`config.mk`:
```
export PLATFORM = sky130hd
export DESIGN_NAME = asram_ctrl
export DESIGN_NICKNAME = d
export VERILOG_FILES = /design/src/rtl/asram_pkg.sv /design/src/rtl/asram_fsm.sv /design/src/rtl/asram_dp.sv /design/src/rtl/asram_ctrl.sv
export SDC_FILE = /design/constraint.sdc
export NUM_CORES = 1
export LEC_CHECK = 0
export ABC_AREA = 1
export BUFFER_PORTS_ARGS = -buffer_cell sky130_fd_sc_hd__buf_2
export CORE_MARGIN = 1.5
export CORE_UTILIZATION = 51
export CTS_BUF_LIST = sky130_fd_sc_hd__clkbuf_8
export DETAILED_ROUTE_END_ITERATION = 16
export PLACE_DENSITY = 0.95
export SLEW_MARGIN = 0
export SYNTH_ARGS = -nofsm -noshare
export SYNTH_HDL_FRONTEND = slang
export SYNTH_SLANG_ARGS = --single-unit
```
`constraint.sdc`:
```
create_clock -name clk -period 2.4 [get_ports clk]
set_input_delay 0.48 -clock clk [delete_from_list [all_inputs] [get_ports clk]]
set_output_delay 0.48 -clock clk [all_outputs]
set_load 0.03 [all_outputs]
```
`src/rtl/asram_pkg.sv`:
```
package asram_pkg;

  typedef enum logic [2:0] {
    PH_IDLE,
    PH_READ,
    PH_TURN,
    PH_WSET,
    PH_WPULSE,
    PH_WHOLD
  } phase_t;

  // strobes from control to datapath
  typedef struct packed {
    logic accept;   // request taken this cycle
    logic capture;  // register read bus this cycle
    logic select;   // memory selected
    logic readEn;   // output enable asserted
    logic writeEn;  // write enable asserted
    logic drive;    // controller drives data bus
  } strobe_t;

  function automatic int ceilDiv(input int num, input int den);
    return (num + den - 1) / den;
  endfunction

  function automatic int maxOf(input int a, input int b);
    return (a > b) ? a : b;
  endfunction

endpackage

```
`src/rtl/asram_fsm.sv`:
```
module asram_fsm
  import asram_pkg::*;
#(
  parameter int CLK_NS  = 10,
  parameter int T_RC_NS = 55,
  parameter int T_WC_NS = 55,
  parameter int T_WP_NS = 40,
  parameter int T_AW_NS = 40,
  parameter int T_DS_NS = 25,
  parameter int T_HZ_NS = 20
) (
  input  logic    clk,
  input  logic    rstN,
  input  logic    reqValid,
  input  logic    reqWrite,
  output logic    reqReady,
  output strobe_t stb
);

  localparam int RD_CYC  = maxOf(ceilDiv(T_RC_NS, CLK_NS), 1);
  localparam int TA_CYC  = maxOf(ceilDiv(T_HZ_NS, CLK_NS), 1);
  localparam int WP_A    = maxOf(ceilDiv(T_WP_NS, CLK_NS), ceilDiv(T_DS_NS, CLK_NS));
  localparam int WP_B    = maxOf(ceilDiv(T_AW_NS, CLK_NS), ceilDiv(T_WC_NS, CLK_NS) - 2);
  localparam int WP_CYC  = maxOf(maxOf(WP_A, WP_B), 1);
  localparam int MAX_CYC = maxOf(maxOf(RD_CYC, TA_CYC), WP_CYC);
  localparam int CNT_W   = $clog2(MAX_CYC + 1);

  phase_t            phase;
  logic [CNT_W-1:0]  cnt;
  logic              cntZero;

  assign cntZero = (cnt == '0);

  always_ff @(posedge clk) begin
    if (!rstN) begin
      phase <= PH_IDLE;
      cnt   <= '0;
    end else begin
      unique case (phase)
        PH_IDLE: begin
          if (reqValid) begin
            if (reqWrite) begin
              phase <= PH_WSET;
              cnt   <= '0;
            end else begin
              phase <= PH_READ;
              cnt   <= CNT_W'(RD_CYC - 1);
            end
          end
        end
        PH_READ: begin
          if (cntZero) begin
            phase <= PH_TURN;
            cnt   <= CNT_W'(TA_CYC - 1);
          end else begin
            cnt <= cnt - 1'b1;
          end
        end
        PH_TURN: begin
          if (cntZero) phase <= PH_IDLE;
          else         cnt   <= cnt - 1'b1;
        end
        PH_WSET: begin
          phase <= PH_WPULSE;
          cnt   <= CNT_W'(WP_CYC - 1);
        end
        PH_WPULSE: begin
          if (cntZero) phase <= PH_WHOLD;
          else         cnt   <= cnt - 1'b1;
        end
        PH_WHOLD: phase <= PH_IDLE;
        default:  phase <= PH_IDLE;
      endcase
    end
  end

  always_comb begin
    reqReady    = (phase == PH_IDLE);
    stb.accept  = reqReady && reqValid;
    stb.capture = (phase == PH_READ) && cntZero;
    stb.select  = (phase == PH_READ) || (phase == PH_WSET) ||
                  (phase == PH_WPULSE) || (phase == PH_WHOLD);
    stb.readEn  = (phase == PH_READ);
    stb.writeEn = (phase == PH_WPULSE);
    stb.drive   = (phase == PH_WSET) || (phase == PH_WPULSE) || (phase == PH_WHOLD);
  end

endmodule

```
`src/rtl/asram_dp.sv`:
```
module asram_dp
  import asram_pkg::*;
#(
  parameter int ADDR_W = 21,
  parameter int DATA_W = 8
) (
  input  logic              clk,
  input  logic              rstN,
  input  strobe_t           stb,
  input  logic [ADDR_W-1:0] reqAddr,
  input  logic [DATA_W-1:0] reqWdata,
  output logic              rdValid,
  output logic [DATA_W-1:0] rdData,
  output logic [ADDR_W-1:0] sramAddr,
  output logic              sramCe1N,
  output logic              sramCe2,
  output logic              sramWeN,
  output logic              sramOeN,
  output logic [DATA_W-1:0] sramDqOut,
  output logic              sramDqOe,
  input  logic [DATA_W-1:0] sramDqIn
);

  logic [ADDR_W-1:0] addrReg;
  logic [DATA_W-1:0] wdataReg;
  logic [DATA_W-1:0] rdReg;
  logic              rdValidReg;

  always_ff @(posedge clk) begin
    if (!rstN) begin
      addrReg    <= '0;
      wdataReg   <= '0;
      rdReg      <= '0;
      rdValidReg <= 1'b0;
    end else begin
      if (stb.accept) begin
        addrReg  <= reqAddr;
        wdataReg <= reqWdata;
      end
      if (stb.capture) rdReg <= sramDqIn;
      rdValidReg <= stb.capture;
    end
  end

  // pin polarity mapping
  assign sramAddr  = addrReg;
  assign sramCe1N  = ~stb.select;
  assign sramCe2   = stb.select;
  assign sramWeN   = ~stb.writeEn;
  assign sramOeN   = ~stb.readEn;
  assign sramDqOut = wdataReg;
  assign sramDqOe  = stb.drive;
  assign rdData    = rdReg;
  assign rdValid   = rdValidReg;

endmodule

```
`src/rtl/asram_ctrl.sv`:
```
module asram_ctrl
  import asram_pkg::*;
#(
  parameter int ADDR_W  = 21,
  parameter int DATA_W  = 8,
  parameter int CLK_NS  = 10,
  parameter int T_RC_NS = 55,
  parameter int T_WC_NS = 55,
  parameter int T_WP_NS = 40,
  parameter int T_AW_NS = 40,
  parameter int T_DS_NS = 25,
  parameter int T_HZ_NS = 20
) (
  input  logic              clk,
  input  logic              rstN,
  input  logic              reqValid,
  output logic              reqReady,
  input  logic              reqWrite,
  input  logic [ADDR_W-1:0] reqAddr,
  input  logic [DATA_W-1:0] reqWdata,
  output logic              rdValid,
  output logic [DATA_W-1:0] rdData,
  output logic [ADDR_W-1:0] sramAddr,
  output logic              sramCe1N,
  output logic              sramCe2,
  output logic              sramWeN,
  output logic              sramOeN,
  output logic [DATA_W-1:0] sramDqOut,
  output logic              sramDqOe,
  input  logic [DATA_W-1:0] sramDqIn
);

  strobe_t stb;

  asram_fsm #(
    .CLK_NS (CLK_NS),
    .T_RC_NS(T_RC_NS),
    .T_WC_NS(T_WC_NS),
    .T_WP_NS(T_WP_NS),
    .T_AW_NS(T_AW_NS),
    .T_DS_NS(T_DS_NS),
    .T_HZ_NS(T_HZ_NS)
  ) u_fsm (
    .clk     (clk),
    .rstN    (rstN),
    .reqValid(reqValid),
    .reqWrite(reqWrite),
    .reqReady(reqReady),
    .stb     (stb)
  );

  asram_dp #(
    .ADDR_W(ADDR_W),
    .DATA_W(DATA_W)
  ) u_dp (
    .clk      (clk),
    .rstN     (rstN),
    .stb      (stb),
    .reqAddr  (reqAddr),
    .reqWdata (reqWdata),
    .rdValid  (rdValid),
    .rdData   (rdData),
    .sramAddr (sramAddr),
    .sramCe1N (sramCe1N),
    .sramCe2  (sramCe2),
    .sramWeN  (sramWeN),
    .sramOeN  (sramOeN),
    .sramDqOut(sramDqOut),
    .sramDqOe (sramDqOe),
    .sramDqIn (sramDqIn)
  );

endmodule

```
* After elaboration in Yosys (flattened, before gate mapping)
Cells that the tools add are included.
Word-level totals: flip-flop bits (word level) 44, input bits 41, output and inout port bits 44, word-level logic and storage cells 44
Cells by class: add/subtract/negate cells 1, equal/unequal tests 10, mux-type cells 11, bitwise gates (word level) 3, reduce and logical (&&, ||, !) cells 13
Operators by type and width (count):
- $mux W3 | 8
- $pmux W3 S5 | 1
- $pmux W3 S4 | 1
- $ne A2 B2 Y1 const B | 4
- $eq A3 B2 Y1 const B | 2
- $eq A3 B3 Y1 const B | 2
- $logic_not A3 Y1 | 2
- $logic_or A1 B1 Y1 | 5
- $reduce_and A4 Y1 | 1
- $reduce_bool A4 Y1 | 1
- $eq A3 B1 Y1 const B | 1
- $not A1 Y1 | 3
- $reduce_and A3 Y1 | 1
- $sub A3 B1 Y3 const B | 1
- $logic_and A1 B1 Y1 | 2
- $mux W2 | 1
- $ne A2 B1 Y1 const B | 1
- $reduce_or A2 Y1 | 1

* Longest topological paths before layout
word-level depth 5, gate-level depth with buffers 10, depth with buffers taken out 10

* Cells and area by module
From an unflattened synthesis, not the netlist that was laid out.
Unflattened totals: cells, all modules 327, area, all modules 2114.5 um2
By module, submodules not included:
- asram_dp | times used 1, cells an instance 242, area an instance 1557.7 um2, seq. area each 760.7 um2
- asram_fsm | times used 1, cells an instance 85, area an instance 556.8 um2, seq. area each 120.1 um2

* Least setup slack after synthesis
OpenSTA, ideal clock, no wires.
kind reg-to-output, start point register u_fsm.phase[2], end point output port sramCe1N, arrival time 1.059 ns, data required time 1.920 ns, path slack 0.861 ns, cell stages (with the launch flop) 5, buffers on the path 0, path through dfxtp_1 -> inv_1 -> nand2_2 -> nand2_1 -> inv_1
On the way: longest elaborated chain between the ends 5, elaborated cells between the ends (all ways) 8, those cells by class eq/ne (4); bitwise (1); reduce/logical (3)
Ends and longest elaborated chain:
- start: declaration | line asram_fsm.sv:28 | phase_t phase;
- start signal: assignment | line asram_fsm.sv:36 | phase <= PH_IDLE;
- start signal: assignment | line asram_fsm.sv:43 | phase <= PH_WSET;
- start signal: assignment | line asram_fsm.sv:46 | phase <= PH_READ;
- $eq A3 B1 Y1 / $eq A3 B2 Y1 (equally long branches) | line asram_fsm.sv:81 | stb.select = (phase == PH_READ) || (phase == PH_WSET) ||
- $logic_or A1 B1 Y1 (2 in series) | line asram_fsm.sv:81
- $logic_or A1 B1 Y1 (*) | line asram_fsm.sv:82 | (phase == PH_WPULSE) || (phase == PH_WHOLD);
- net sramCe2 | line asram_ctrl.sv:25 | output logic sramCe2,
- $not A1 Y1 (*) | line asram_dp.sv:47 | assign sramCe1N = ~stb.select;
- end: declaration | line asram_ctrl.sv:24 | output logic sramCe1N,
Mark *: on every way through the listed nets, which the timed path passes. The rest lies on a longest branch.

* Final worst setup path
start point register u_fsm.phase[0], end point output port reqReady
On the way: longest elaborated chain between the ends 1
Ends and longest elaborated chain:
- $logic_not A3 Y1 | line asram_fsm.sv:78 | reqReady = (phase == PH_IDLE);
- end: declaration | line asram_ctrl.sv:17 | output logic reqReady,
Every way passes these cells.

==> qor.yml <==
hold_path:
  hp-start: "sramDqIn[0]"
  hold_path.class: "in -> reg"
  hold_depth: 3
  hold_path_end: "u_dp.rdData[0]"
clock_network:
  cts_tree: "built"
  clk_latency_ns: 0.29
  h-tree-depth: 2
  clock-root-buffer: "clkbuf_8"
  clk_pin_slew_ns: 0.08
  post_cts_buffers: 0
  postCtsHoldBufs: 0
  clockBufferDepth: 2
  cts_resized: 0
  cts.sinks: 44
  cts_inserted_buffers: 5
global_route:
  grt_pass1_vias: 1773
  grt_usage_pct: 23.8
  grt-ovfl-total: 0
  grt_max_degree: 30
  grt_pass1_wl_mm: 7.59
  antenna_found_initial: 0
yosys:
  syn-num-nets: 289
  yosysTopAreaCell: "dfxtp_1"
  synth-xor-area-share_pct: 0.484
  synthCells: 246
  muxShareOfSynthArea_pct: 0
  synth_top_family_by_area: "simple AND/OR/NAND/NOR gates"
  synth_area_leaders: "dfxtp_1, nand2_1, a21oi_1"
  synth_top_area_share_pct: 48.7
  synth_cell_types: 19
  ys_warn_count: 0
  syn_avg_cell_area_um2: 7.35
  synth_adder_area_share_pct: 1.38
  yosys.area_share.simple_pct: 30.2
  seq_area_frac_synth_pct: 48.7
  synth_compound_gate_area_share_pct: 12.0
  syn_area_um2: 1810
  synth-seq-cells: 44
sta:
  worstMarginPinSlew_ns: 0.588
  finalCriticalPeriod_ns: 1.97
  finalHoldViolCount: 0
  setup_tns_ns: 0
  rsz0062_at_grt: "false"
  skew_ns: 0.00245
  finalCritPeriodShare_pct: 82.0
  hold_slack_ns: 0.414
  fmax_mhz: 508
  setup_violations: 0
  maxSlewHeadroom_pct: 60.6
  slew_violations: 0
power_and_ir_drop:
  seqPwrFrac_pct: 32.9
  switchingPower_mw: 1.44
  finalPower_mw: 3.12
  vdd_ir_drop_max_uv: 729
  swShare_pct: 46.2
  combPwrFrac_pct: 49.9
  p_leak_nw: 1.19
  internal-power_mw: 1.68
  p_clk_share_pct: 17.3
  p_per_area_nw_per_um2: 1330
route:
  ant_nets: 0
  drt_iter0_drc: 138
  wl_mm: 4.47
  first_pass_iters: 4
  wire_per_inst_um: 11.9
  vias: 1857
  drc: 0
  vias_per_cell: 4.95
worst_setup_path:
  endpoint_kind: "output port"
  reg2reg_depth: 7
  reg2reg_from: "u_fsm.phase[0]"
  cp_slowest_cell: "dfxtp_1"
  path_max_fanout: 12
  critPathRequiredTime_ns: 1.92
  path_buf_inv: 3
  rr_endpoint: "u_dp.sramDqOut[1]"
  critPathMaxStageDelay_ns: 0.34
  crit_family: "buffers and inverters"
  critPathKind: "reg -> out"
  r2r_slack_ns: 0.66
  startpoint_type: "flop"
  arrival_ns: 1.49
  path_cells: "inv_1, nand2_1, nor2_2, buf_4, buf_2"
die:
  die_area_um2: 3910
  boundaryPins: 85
  initial_core_util_pct: 53.8
  core_area_um2: 3360
  dieWidth_um: 62.5
  rows: 21
  fp.dieH_um: 62.5
finish:
  area_delta_synth_final_pct: 30.2
  drive_above_1_share_pct: 31.0
  fin_area_um2: 2350
  nets: 371
  antenna_cells: 0
placed_design:
  placed_area_um2: 2250
  place_congestion: 0.912
  dp_hpwl_mm: 3.29
  portBuffers: 84
job:
  cap_violations: 0
outcome:
  run_status: "complete, no violations"
## worst max-delay path by stage
stage | endpoint | cells past startpoint | start
floorplan | sramCe1N | 4 | u_fsm.phase[2]
global placement | u_dp.sramAddr[8] | 4 | rstN
detailed placement | u_dp.sramAddr[9] | 4 | rstN
CTS | reqReady | 5 | u_fsm.phase[0]
global route | reqReady | 5 | u_fsm.phase[0]
finish | reqReady | 5 | u_fsm.phase[0]
## logic make-up after synthesis
logic type      count (synthesis)
simple gates                  127
flops                          44
compound gates                 43
buf+inv                        29
fa+ha+maj                       2
xor+xnor                        1
## tightest hold or removal path: stages
cell	delay, ns
buf_2	0.08
nor2_1	0.03
nor2_1	0.08
## sequential cells by signal (all words and copies together), names as in the netlist
name,cells
u_fsm.phase,3
u_fsm.cnt,3
u_dp.sramDqOut,8
u_dp.rdData,8
u_dp.sramAddr,21
u_dp.rdValid,1
## cell usage after synthesis (all sizes together)
cell,count
a211oi,1
a21oi,34
buf,7
clkbuf,6
clkinv,1
dfxtp,44
ha,2
inv,15
nand2,62
nand3,33
nand4,4
nor2,28
o21ai,8
xor2,1
## layer usage
metal  share of wire [%]  GRT usage (%)  up-vias
li1                    -              -      966
met1                  44           28.8      828
met2                  50           40.6       56
met3                 5.0           6.49        7
met4                 1.1           8.61        0
met5                   0              0        -
## through the flow
| stage | cells | utilization [%] | setup slack [ns] |
|---|---|---|---|
| 6_report | 375 | 70.0 | 0.433 |
| 3_3_place_gp | 367 | 66.8 | 0.695 |
| 4_1_cts | 375 | 70.0 | 0.425 |
| 2_1_floorplan | 246 | - | 0.861 |
| 5_1_grt | 375 | 70.0 | 0.298 |
| 3_5_place_dp | 367 | 66.8 | 0.597 |
## cell usage in the layout (no fill, tap or decap), types with 2 or more instances in the layout
master / n
buf_2: 84
nand2_1: 60
dfxtp_1: 44
a21oi_1: 34
nand3_1: 33
nor2_1: 25
inv_1: 14
o21ai_0: 8
clkbuf_8: 5
nand4_1: 4
buf_4: 4
inv_2: 2
nor2_2: 2
nand2_2: 2
ha_1: 2
## power by group through the flow
| stage | logic (mW) | registers, mW | clock network (mW) |
|---|---|---|---|
| final | 1.56 | 1.03 | 0.539 |
| after detailed placement | 1.55 | 1.04 | 0 |
| after global placement | 1.52 | 1.03 | 0 |
| after global routing | 1.72 | 1.05 | 0.583 |
| after CTS | 1.56 | 1.02 | 0.552 |
| after floorplan | 0.896 | 1.32 | 0 |
## final cells by class
type	instances	area, µm²
Clock buffer	5	68.8
Clock inverter	3	38.8
Fill cell	317	1010
Inverter	16	60.1
Multi-Input combinational cell	173	797
Sequential cell	44	881
Tap cell	46	57.6
Timing Repair Buffer	88	450
Power figures use the tool's default switching activity.
